[src/rtl/dmaRegPkg.sv]
package dmaRegPkg;
  localparam int NUM_CH  = 4;
  localparam int CH_BITS = $clog2(NUM_CH);

  localparam logic [3:0] OFF_CMD_STAT = 4'h8;
  localparam logic [3:0] OFF_REQ      = 4'h9;
  localparam logic [3:0] OFF_MASK_ONE = 4'hA;
  localparam logic [3:0] OFF_MODE     = 4'hB;
  localparam logic [3:0] OFF_PTR_CLR  = 4'hC;
  localparam logic [3:0] OFF_MRST_TMP = 4'hD;
  localparam logic [3:0] OFF_MASK_CLR = 4'hE;
  localparam logic [3:0] OFF_MASK_ALL = 4'hF;

  typedef enum logic [2:0] {
    RD_NONE, RD_ADDR, RD_COUNT, RD_STATUS, RD_TEMP, RD_MASK
  } rdSel_e;

  typedef struct packed {
    logic               wrAddr;
    logic               wrCount;
    logic               wrCmd;
    logic               wrReq;
    logic               wrMode;
    logic               wrMaskOne;
    logic               wrMaskAll;
    logic               clrMask;
    logic               masterRst;
    logic               hiByte;
    logic [CH_BITS-1:0] chan;
    rdSel_e             rdSel;
  } regStrobes_t;
endpackage

[src/rtl/dmaRegCtrl.sv]
module dmaRegCtrl
  import dmaRegPkg::*;
(
  input  logic               clk,
  input  logic               rstN,
  input  logic               hostSel,
  input  logic               hostWr,
  input  logic [3:0]         hostOff,
  input  logic [CH_BITS-1:0] chanData,
  output regStrobes_t        strb
);
  logic byteFf;
  logic chanAccess;
  logic ptrClear;

  assign chanAccess = hostSel && !hostOff[3];
  assign ptrClear   = hostSel && hostWr &&
                      (hostOff == OFF_PTR_CLR || hostOff == OFF_MRST_TMP);

  always_comb begin
    strb        = '0;
    strb.hiByte = byteFf;
    strb.chan   = hostOff[CH_BITS:1];
    strb.rdSel  = RD_NONE;
    if (hostSel) begin
      if (!hostOff[3]) begin
        if (hostWr) begin
          strb.wrAddr  = !hostOff[0];
          strb.wrCount = hostOff[0];
        end else begin
          strb.rdSel = hostOff[0] ? RD_COUNT : RD_ADDR;
        end
      end else begin
        case (hostOff)
          OFF_CMD_STAT: if (hostWr) strb.wrCmd = 1'b1; else strb.rdSel = RD_STATUS;
          OFF_REQ:      strb.wrReq = hostWr;
          OFF_MASK_ONE: begin strb.wrMaskOne = hostWr; strb.chan = chanData; end
          OFF_MODE:     begin strb.wrMode = hostWr; strb.chan = chanData; end
          OFF_MRST_TMP: if (hostWr) strb.masterRst = 1'b1; else strb.rdSel = RD_TEMP;
          OFF_MASK_CLR: strb.clrMask = hostWr;
          OFF_MASK_ALL: if (hostWr) strb.wrMaskAll = 1'b1; else strb.rdSel = RD_MASK;
          default:      strb.rdSel = RD_NONE;
        endcase
      end
    end
  end

  always_ff @(posedge clk) begin
    if (!rstN)           byteFf <= 1'b0;
    else if (ptrClear)   byteFf <= 1'b0;
    else if (chanAccess) byteFf <= ~byteFf;
  end

  // every channel-register access flips the byte pointer
  assert_ptr_toggle_R2: assert property (@(posedge clk) disable iff (!rstN)
    chanAccess |=> (byteFf != $past(byteFf)));

  // pointer clear and master reset leave the pointer at the low byte
  assert_ptr_clear_R3: assert property (@(posedge clk) disable iff (!rstN)
    ptrClear |=> !byteFf);
endmodule

[src/rtl/dmaRegData.sv]
module dmaRegData
  import dmaRegPkg::*;
#(
  parameter int DATA_W = 8
) (
  input  logic                       clk,
  input  logic                       rstN,
  input  regStrobes_t                strb,
  input  logic [DATA_W-1:0]          hostWrData,
  output logic [DATA_W-1:0]          hostRdData,
  input  logic                       engUpdValid,
  input  logic [CH_BITS-1:0]         engUpdChan,
  input  logic [2*DATA_W-1:0]        engUpdAddr,
  input  logic [2*DATA_W-1:0]        engUpdCount,
  input  logic                       engStatusWe,
  input  logic [DATA_W-1:0]          engStatusData,
  input  logic                       engTempWe,
  input  logic [DATA_W-1:0]          engTempData,
  output logic [NUM_CH*2*DATA_W-1:0] baseAddrBus,
  output logic [NUM_CH*2*DATA_W-1:0] curAddrBus,
  output logic [NUM_CH*2*DATA_W-1:0] baseCountBus,
  output logic [NUM_CH*2*DATA_W-1:0] curCountBus,
  output logic [NUM_CH*DATA_W-1:0]   modeBus,
  output logic [DATA_W-1:0]          cmdOut,
  output logic [DATA_W-1:0]          reqOut,
  output logic [NUM_CH-1:0]          maskOut
);
  localparam int REG_W = 2 * DATA_W;

  logic [REG_W-1:0]  baseAddrQ  [NUM_CH];
  logic [REG_W-1:0]  curAddrQ   [NUM_CH];
  logic [REG_W-1:0]  baseCountQ [NUM_CH];
  logic [REG_W-1:0]  curCountQ  [NUM_CH];
  logic [DATA_W-1:0] modeQ      [NUM_CH];
  logic [DATA_W-1:0] cmdQ, reqQ, statusQ, tempQ;
  logic [NUM_CH-1:0] maskQ;
  logic              loSel;

  assign loSel = !strb.hiByte;

  for (genvar c = 0; c < NUM_CH; c++) begin : gChan
    logic hitAddr, hitCount, hitMode, engHit;
    assign hitAddr  = strb.wrAddr  && (strb.chan == c);
    assign hitCount = strb.wrCount && (strb.chan == c);
    assign hitMode  = strb.wrMode  && (strb.chan == c);
    assign engHit   = engUpdValid  && (engUpdChan == c);

    always_ff @(posedge clk) begin
      if (!rstN) begin
        baseAddrQ[c]  <= '0;
        curAddrQ[c]   <= '0;
        baseCountQ[c] <= '0;
        curCountQ[c]  <= '0;
        modeQ[c]      <= '0;
      end else begin
        if (hitAddr) begin
          baseAddrQ[c][strb.hiByte*DATA_W +: DATA_W] <= hostWrData;
          curAddrQ[c][strb.hiByte*DATA_W +: DATA_W]  <= hostWrData;
        end else if (engHit) begin
          curAddrQ[c] <= engUpdAddr;
        end
        if (hitCount) begin
          baseCountQ[c][strb.hiByte*DATA_W +: DATA_W] <= hostWrData;
          curCountQ[c][strb.hiByte*DATA_W +: DATA_W]  <= hostWrData;
        end else if (engHit) begin
          curCountQ[c] <= engUpdCount;
        end
        if (hitMode) modeQ[c] <= {hostWrData[DATA_W-1:2], 2'b00};
      end
    end

    assign baseAddrBus[c*REG_W +: REG_W]  = baseAddrQ[c];
    assign curAddrBus[c*REG_W +: REG_W]   = curAddrQ[c];
    assign baseCountBus[c*REG_W +: REG_W] = baseCountQ[c];
    assign curCountBus[c*REG_W +: REG_W]  = curCountQ[c];
    assign modeBus[c*DATA_W +: DATA_W]    = modeQ[c];

    // a host byte reaches both copies, even against an engine update
    assert_addr_lo_both_R12: assert property (@(posedge clk) disable iff (!rstN)
      (hitAddr && loSel) |=> (curAddrQ[c][DATA_W-1:0] == $past(hostWrData) &&
                              baseAddrQ[c][DATA_W-1:0] == $past(hostWrData)));
    assert_count_hi_both_R1: assert property (@(posedge clk) disable iff (!rstN)
      (hitCount && !loSel) |=> (curCountQ[c][REG_W-1:DATA_W] == $past(hostWrData) &&
                                baseCountQ[c][REG_W-1:DATA_W] == $past(hostWrData)));
    // stored mode never keeps the channel-select bits
    assert_mode_low_clear_R4: assert property (@(posedge clk) disable iff (!rstN)
      hitMode |=> (modeQ[c][1:0] == 2'b00));
    // single-channel mask write follows data bit 2
    assert_mask_one_R5: assert property (@(posedge clk) disable iff (!rstN)
      (strb.wrMaskOne && strb.chan == c && !strb.masterRst) |=>
        (maskQ[c] == $past(hostWrData[2])));
  end

  always_ff @(posedge clk) begin
    if (!rstN || strb.masterRst) begin
      cmdQ    <= '0;
      reqQ    <= '0;
      statusQ <= '0;
      tempQ   <= '0;
      maskQ   <= '1;
    end else begin
      if (strb.wrCmd)  cmdQ    <= hostWrData;
      if (strb.wrReq)  reqQ    <= hostWrData;
      if (engStatusWe) statusQ <= engStatusData;
      if (engTempWe)   tempQ   <= engTempData;
      if (strb.clrMask)        maskQ <= '0;
      else if (strb.wrMaskAll) maskQ <= hostWrData[NUM_CH-1:0];
      else if (strb.wrMaskOne) maskQ[strb.chan] <= hostWrData[2];
    end
  end

  always_comb begin
    case (strb.rdSel)
      RD_ADDR:   hostRdData = curAddrQ[strb.chan][strb.hiByte*DATA_W +: DATA_W];
      RD_COUNT:  hostRdData = curCountQ[strb.chan][strb.hiByte*DATA_W +: DATA_W];
      RD_STATUS: hostRdData = statusQ;
      RD_TEMP:   hostRdData = tempQ;
      RD_MASK:   hostRdData = {{(DATA_W-NUM_CH){1'b0}}, maskQ};
      default:   hostRdData = '0;
    endcase
  end

  assign cmdOut  = cmdQ;
  assign reqOut  = reqQ;
  assign maskOut = maskQ;

  // master reset leaves every channel masked and the control bytes cleared
  assert_master_reset_R7: assert property (@(posedge clk) disable iff (!rstN)
    strb.masterRst |=> (maskQ == '1 && cmdQ == '0 && reqQ == '0 &&
                        statusQ == '0 && tempQ == '0));
  // mask clear empties the mask
  assert_mask_clear_R8: assert property (@(posedge clk) disable iff (!rstN)
    (strb.clrMask && !strb.masterRst) |=> (maskQ == '0));
endmodule

[src/rtl/dmaHostRegs.sv]
module dmaHostRegs
  import dmaRegPkg::*;
#(
  parameter int DATA_W = 8
) (
  input  logic                       clk,
  input  logic                       rstN,
  input  logic                       hostSel,
  input  logic                       hostWr,
  input  logic [3:0]                 hostOff,
  input  logic [DATA_W-1:0]          hostWrData,
  output logic [DATA_W-1:0]          hostRdData,
  input  logic                       engUpdValid,
  input  logic [CH_BITS-1:0]         engUpdChan,
  input  logic [2*DATA_W-1:0]        engUpdAddr,
  input  logic [2*DATA_W-1:0]        engUpdCount,
  input  logic                       engStatusWe,
  input  logic [DATA_W-1:0]          engStatusData,
  input  logic                       engTempWe,
  input  logic [DATA_W-1:0]          engTempData,
  output logic [NUM_CH*2*DATA_W-1:0] baseAddrBus,
  output logic [NUM_CH*2*DATA_W-1:0] curAddrBus,
  output logic [NUM_CH*2*DATA_W-1:0] baseCountBus,
  output logic [NUM_CH*2*DATA_W-1:0] curCountBus,
  output logic [NUM_CH*DATA_W-1:0]   modeBus,
  output logic [DATA_W-1:0]          cmdOut,
  output logic [DATA_W-1:0]          reqOut,
  output logic [NUM_CH-1:0]          maskOut
);
  regStrobes_t strb;

  dmaRegCtrl uCtrl (
    .clk      (clk),
    .rstN     (rstN),
    .hostSel  (hostSel),
    .hostWr   (hostWr),
    .hostOff  (hostOff),
    .chanData (hostWrData[CH_BITS-1:0]),
    .strb     (strb)
  );

  dmaRegData #(.DATA_W(DATA_W)) uData (
    .clk           (clk),
    .rstN          (rstN),
    .strb          (strb),
    .hostWrData    (hostWrData),
    .hostRdData    (hostRdData),
    .engUpdValid   (engUpdValid),
    .engUpdChan    (engUpdChan),
    .engUpdAddr    (engUpdAddr),
    .engUpdCount   (engUpdCount),
    .engStatusWe   (engStatusWe),
    .engStatusData (engStatusData),
    .engTempWe     (engTempWe),
    .engTempData   (engTempData),
    .baseAddrBus   (baseAddrBus),
    .curAddrBus    (curAddrBus),
    .baseCountBus  (baseCountBus),
    .curCountBus   (curCountBus),
    .modeBus       (modeBus),
    .cmdOut        (cmdOut),
    .reqOut        (reqOut),
    .maskOut       (maskOut)
  );
endmodule

[config.mk]
export PLATFORM = sky130hd
export DESIGN_NAME = dmaHostRegs
export DESIGN_NICKNAME = d
export VERILOG_FILES = /design/src/rtl/dmaRegPkg.sv /design/src/rtl/dmaRegCtrl.sv /design/src/rtl/dmaRegData.sv /design/src/rtl/dmaHostRegs.sv
export SDC_FILE = /design/constraint.sdc
export NUM_CORES = 1
export LEC_CHECK = 0
export BUFFER_PORTS_ARGS = -buffer_cell sky130_fd_sc_hd__buf_2
export CELL_PAD_IN_SITES_DETAIL_PLACEMENT = 0
export CELL_PAD_IN_SITES_GLOBAL_PLACEMENT = 1
export CORE_MARGIN = 2
export CORE_UTILIZATION = 35
export DETAILED_ROUTE_END_ITERATION = 16
export GPL_ROUTABILITY_DRIVEN = 1
export HOLD_SLACK_MARGIN = 0.08
export PLACE_DENSITY_LB_ADDON = 0.1
export RECOVER_POWER = 25
export SETUP_SLACK_MARGIN = 0.3
export SLEW_MARGIN = 5
export SYNTH_ARGS = -nofsm -noshare
export SYNTH_HDL_FRONTEND = slang
export SYNTH_HIERARCHICAL = 1
export SYNTH_SLANG_ARGS = --single-unit
[constraint.sdc]
create_clock -name clk -period 3.5 [get_ports clk]
set_input_delay 0.35 -clock clk [delete_from_list [all_inputs] [get_ports clk]]
set_output_delay 0.35 -clock clk [all_outputs]
set_load 0.01 [all_outputs]
==> summary.txt, run 1 <==
IO Port Bufs: 376
Final ANT Viol Nets: 0
WL final: 49900 um
Slew headroom: 2.11%
CP startpoint kind: primary input
Post-synth ARST share: 0%
Max cap viols: 0
Clock Skew: 0.0149 ns
Synthesized flop and latch total: 317
Htree depth: 2
Final RePlAce weighted congestion: 0.847
TNS Setup: 0 ns
Net Sw Frac: 23.4%
Drt drc: 0
Met3 Track Usage GR: 4.37%
Num CTS Buffers: 37
Crit-path cells: clkbuf_1 -> a41o_2 -> mux4_2 -> a22oi_1 -> o211ai_1 -> buf_2
Tot GR Track Use: 24.1%
Drt first pass iters: 6
Global-route wire length before repair: 70400 um
Most frequent cells in the layout: 280 x edfxtp_1, 212 x clkbuf_1, 177 x nor2_1, 173 x buf_2, 128 x a21o_1
Met1 Use GR: 32.8%
Clock power frac: 43.0%
Post-Synth Adder-Cell Area: 0%
Overall Power: 9.05 mW
Final Util: 44.3%
Final Cycle Share: 92.8%
Largest net degree at the start of global routing: 35
Endpoints failing setup: 0
HP Class: primary input to flop
Clk buf depth: 3
Nets: 1432
Post-synthesis sequential area ratio: 67.5%
Commonest non-fill, non-tap cell in the layout: edfxtp_1
Antenna violations before repair: 5
Clk sinks: 317
Critical Path RT: 3.15 ns
Slew Viols, Final: 0
Dpl hpwl: 37400 um
Die Height: 201 um
DIE WIDTH: 201 um
Post-Synth Simple-Gate Area: 10.6%
Pre-CTS setup slack: 0.227 ns
Worst hold slack: 0.0894 ns
Mapped Cells: 966
R2R Setup Slk: 1.42 ns
Pint: 6.93 mW
Post-CTS Setup Bufs: 0
Post-synth top area cell: edfxtp_1
Layout area overhead: 25.8%
Drt via density: 5.21
Initial DRC count: 854
Grt ovf: 0
Post-synth EDFFs: 280
Buf/Inv on CP: 2
Io pins: 385
Kind of critical path: primary input to output pin
Root Buffer: clkbuf_16
Combinational power share: 8.5%
Layout cells sized above 1: 23.3%
GRT Max-Usage Layer: met2
Crit path arrival time: 2.90 ns
Sequential share of power: 48.5%
Worst vdd ir: 290 uV
Netlist Area Pre-Place: 0.0136 mm^2
CP max stage delay: 0.77 ns
Max Clk Rate: 308 MHz
FP Rows: 72
Number of global-route vias before repair: 10100
Reg clk slew, reported paths: 0.06 ns
Final Hold Viols: 0
Xor/xnor share of the synthesized area: 0%
Floorplan Core Area: 0.0385 mm^2
Share of the synthesized area in the top cell type: 62.0%
Post-synth top flop: edfxtp_1
Worst-skew pair later-pin latency: 0.52 ns
Mapped Avg Cell Area: 14.0 um^2
Critical Path Sink Type: output pin
Crit-path leading delay family: compound AO/OA/AOI/OAI gates
RSZ-0062 raised after global routing: no
CP Max Fanout: 28
Post-synthesis mux area share: 8.21%
Crit-path slowest cell: a41o_2
Outcome: completed
Setup WS post-layout: 0.252 ns
Largest family of logic cells by synthesized area: simple AND/OR/NAND/NOR gates
Worst slew pin tran: 1.47 ns
DIE AREA: 0.0403 mm^2
Yosys warns: 6
Dominant cells by area after synthesis: edfxtp_1 62%, a21o_1 7.1%, dfxtp_1 5.5%
Wire per inst: 26.1 um
Sw power: 2.12 mW
Initial core utilization: 35.2%
Unique masters post-synth: 47
Synth Area in Compound Gates: 10.6%
CTS tree: done
Met2 usage: 39.8%
PwrDens: 531 mW/mm^2
Leak: 7.46 nW
Min Tclk post-route: 3.25 ns
DR vias: 9945
==> cell type report <==
cell class                      instances  area [um^2]
Fill cell                            3717        21400
Sequential cell                       317         9150
Antenna cell                            2         5.00
Clock buffer                           45          956
Timing Repair Buffer                  424         2010
Clock inverter                         20          256
Multi-Input combinational cell        583         4030
Tap cell                              518          648
==> timing repair <==
action	CTS	global route
hold endpoints to repair	6	0
gates resized for setup	1	0
hold buffers	6	0
endpoints found under the setup margin	1	0
==> logic make-up (layout without fill, tap and decap cells) <==
| family | after synthesis | count (layout) |
|---|---|---|
| and+or+nand+nor | 308 | 308 |
| muxes | 71 | 71 |
| AOI/OAI and AO/OA | 196 | 196 |
| DFF | 317 | 317 |
| buffers and inverters | 73 | 489 |
| other | 1 | 10 |
==> per-stage QoR <==
step	instances	instance area, um^2
6_report	1909	17100
5_1_grt	1909	17100
4_1_cts	1907	17300
3_5_place_dp	1836	16000
3_3_place_gp	1836	16000
2_1_floorplan	973	13600
==> power groups by stage <==
| stage | Sequential, mW | Combinational (mW) | Clock, mW |
|---|---|---|---|
| floorplan | 4.49 | 0.330 | 0 |
| global placement | 4.47 | 0.788 | 0 |
| detailed placement | 4.46 | 0.793 | 0 |
| CTS | 4.39 | 0.803 | 3.95 |
| global route | 4.40 | 0.820 | 4.11 |
| finish | 4.39 | 0.771 | 3.89 |
==> synthesized netlist by cell type (7+ instances only) <==
cell	count
o211ai_1	7
nor2_1	177
or2_2	14
nand3_1	10
mux2i_1	38
clkbuf_1	16
nor2b_1	7
a21o_1	128
mux4_2	32
dfxtp_1	37
a22oi_1	18
a21oi_1	9
o21ai_0	18
nand2b_1	17
nand2_1	32
buf_2	25
buf_4	19
edfxtp_1	280
and2_1	27
==> flip-flops by register name (all words and copies together) (netlist names) <==
name	cells
uData/baseAddrQ	64
uData/baseCountQ	64
uData/curAddrQ	64
uData/curCountQ	64
uData/modeQ	24
uData/cmdOut	8
uData/reqOut	8
uData/statusQ	8
uData/tempQ	8
uData/maskOut	4
uCtrl/byteFf	1
==> worst reg2reg max path, stage by stage (launching register included) <==
cell     delay [ns]
dfxtp_1        0.61
buf_4          0.33
nand2_1        0.12
o21ai_0        0.21
buf_4          0.23
or2_2          0.26
==> path summary, 6_finish.rpt <==
check,startpoint,end,cells past startpoint
setup / recovery,hostOff[3],hostRdData[7],6
hold / removal,engStatusData[3],uData/statusQ[3]$_SDFFE_PP0P_,3
setup reg to reg,uCtrl/byteFf$_SDFFE_PP0P_,uData/curAddrQ[3][15]$_DFFE_PP_,5
hold reg to reg,uData/reqOut[6]$_SDFFE_PP0P_,uData/reqOut[6]$_SDFFE_PP0P_,2
==> metal layers <==
layer,wire [um],vias up
met5,28,-
met4,1330,6
met3,3550,77
met2,23800,474
met1,21100,5008
li1,-,4380
No activity file was read; power rests on OpenSTA's default activity.
==> run 2: changes to the inputs <==
Settings changed: CORE_UTILIZATION 35 to 42, REMOVE_ABC_BUFFERS set to 1.
==> run 2 against run 1 <==
Effect of this change:
- largest cell class unchanged
- wire length down 4.3%
- critical path depth rose by 1
- count of clock-buffer cells in the layout rose by 8
- largest power group unchanged
- clock skew is essentially flat
- global-route usage grew 3.6 points
- combinational power about the same
- clock power decreased by 5.7%
- the flow now finishes with violations (max-capacitance violations, max-slew violations)
==> summary.txt, run 2 (synthesis results as in run 1) <==
Worst vdd ir: 271 uV
CP max stage delay: 0.52 ns
Layout cells sized above 1: 22.7%
Slew headroom: -0.606%
Crit path arrival time: 2.64 ns
Initial DRC count: 932
Critical Path RT: 3.15 ns
Io pins: 385
Outcome: complete, but fails checks
Clk buf depth: 3
Max cap viols: 1
Root Buffer: clkbuf_16
Drt first pass iters: 5
Layout area overhead: 23.5%
Htree depth: 2
Wire per inst: 26.7 um
WL final: 47700 um
TNS Setup: 0 ns
Initial core utilization: 42.8%
Die Height: 184 um
Violated checks: max-capacitance violations, max-slew violations
Multi-input gate area: 0.00402 mm^2
DIE AREA: 0.0337 mm^2
DIE WIDTH: 184 um
Final instance area: 0.0167 mm^2
Clk sinks: 317
Worst slew pin tran: 1.51 ns
Num CTS Buffers: 36
Floorplan Core Area: 0.0316 mm^2
Area post-placement: 0.0158 mm^2
IO Port Bufs: 376
Leak: 7.37 nW
Overall Power: 8.82 mW
Dpl hpwl: 34700 um
Crit-path slowest cell: a41o_2
HP Class: primary input to flop
Reg area: 0.00915 mm^2
CTS tree: done
Buf/Inv on CP: 3
Worst-skew pair later-pin latency: 0.52 ns
Global-route wire length before repair: 66800 um
Antenna violations before repair: 3
# resized after CTS: 0
FP Rows: 65
Largest net degree at the start of global routing: 37
Crit-path cells: buf_2 -> a41o_2 -> buf_4 -> mux4_2 -> a22oi_1 -> o211ai_1 -> buf_2
Commonest non-fill, non-tap cell in the layout: edfxtp_1
Clock Skew: 0.0152 ns
Critical Path Sink Type: output pin
Critical Path Most Common Cell: buf_2
Crit-path leading delay family: compound AO/OA/AOI/OAI gates
Number of global-route vias before repair: 9833
Nets: 1424
Fillers: 2844
Drt drc: 0
Cts hold-fix bufs: 4
Final RePlAce weighted congestion: 0.837
CP startpoint kind: primary input
Most frequent cells in the layout: 280 x edfxtp_1, 217 x clkbuf_1, 177 x nor2_1, 175 x buf_2, 128 x a21o_1
CP Max Fanout: 16
Endpoints failing setup: 0
Reg clk slew, reported paths: 0.05 ns
PwrDens: 527 mW/mm^2
DR vias: 10000
Kind of critical path: primary input to output pin
Post-CTS Setup Bufs: 0
Grt ovf: 0
RSZ-0062 raised after global routing: no
Drt via density: 5.63
Slew Viols, Final: 33
Tot GR Track Use: 27.7%
Min Tclk post-route: 2.99 ns
Max Clk Rate: 335 MHz
Final Cycle Share: 85.3%
Final ANT Viol Nets: 0
Final Hold Viols: 0
run 2: cell types whose count changed in the layout (fill, tap and decap cells not counted), sizes merged:
cell         before  now
buf             214  211
bufinv            6    3
clkbuf          249  255
clkinv           11    5
dlygate4sd3       6    4
run 2: layout make-up:
| type | count | area share, % |
|---|---|---|
| flip-flops and latches | 317 | 54.6 |
| clock inverters | 11 | 0.807 |
| diodes | 2 | 0.0299 |
| well taps | 402 | 3.00 |
| clock buffers | 53 | 5.95 |
| multi-input cells | 583 | 24.0 |
| repair buffers | 417 | 11.6 |
run 2: final timing paths:
kind | start | to | slack, ns | cells past startpoint
max reg2reg | uCtrl/byteFf$_SDFFE_PP0P_ | uData/curCountQ[0][7]$_DFFE_PP_ | 1.08 | 5
max | hostOff[3] | hostRdData[4] | 0.51 | 7
min reg2reg | uData/cmdOut[6]$_SDFFE_PP0P_ | uData/cmdOut[6]$_SDFFE_PP0P_ | 0.49 | 2
min | engTempData[2] | uData/tempQ[2]$_SDFFE_PP0P_ | 0.10 | 3
run 2: layer usage:
layer	up-vias	routed length [um]	track usage, %
met1	5068	19200	37.6
met4	0	957	6.82
li1	4352	-	-
met3	56	4320	5.86
met5	-	0	0
met2	565	23200	45.8
run 2: report_power, final:
part | leakage (nW) | total, mW | internal [mW] | switching [mW]
Combinational | 3.63 | 0.768 | 0.256 | 0.512
Clock | 0.543 | 3.67 | 2.20 | 1.47
Sequential | 3.20 | 4.38 | 4.28 | 0.105
Total | 7.37 | 8.82 | 6.73 | 2.09
run 2: per-stage QoR:
stage                     hold slack [ns]  setup WS, ns  std cells  utilization (%)
final                               0.100         0.514       1785             52.9
after global routing                0.101         0.423       1784             52.9
after CTS                          0.0847         0.566       1783             53.7
after detailed placement            0.475         0.375       1715             50.0
after global placement              0.470         0.522       1715             50.0
after floorplan                     0.457        -0.229        900                -
run 2: tightest hold or removal path, cell delays in order:
cell     delay [ns]
buf_2          0.07
mux2i_1        0.05
nor2_1         0.08
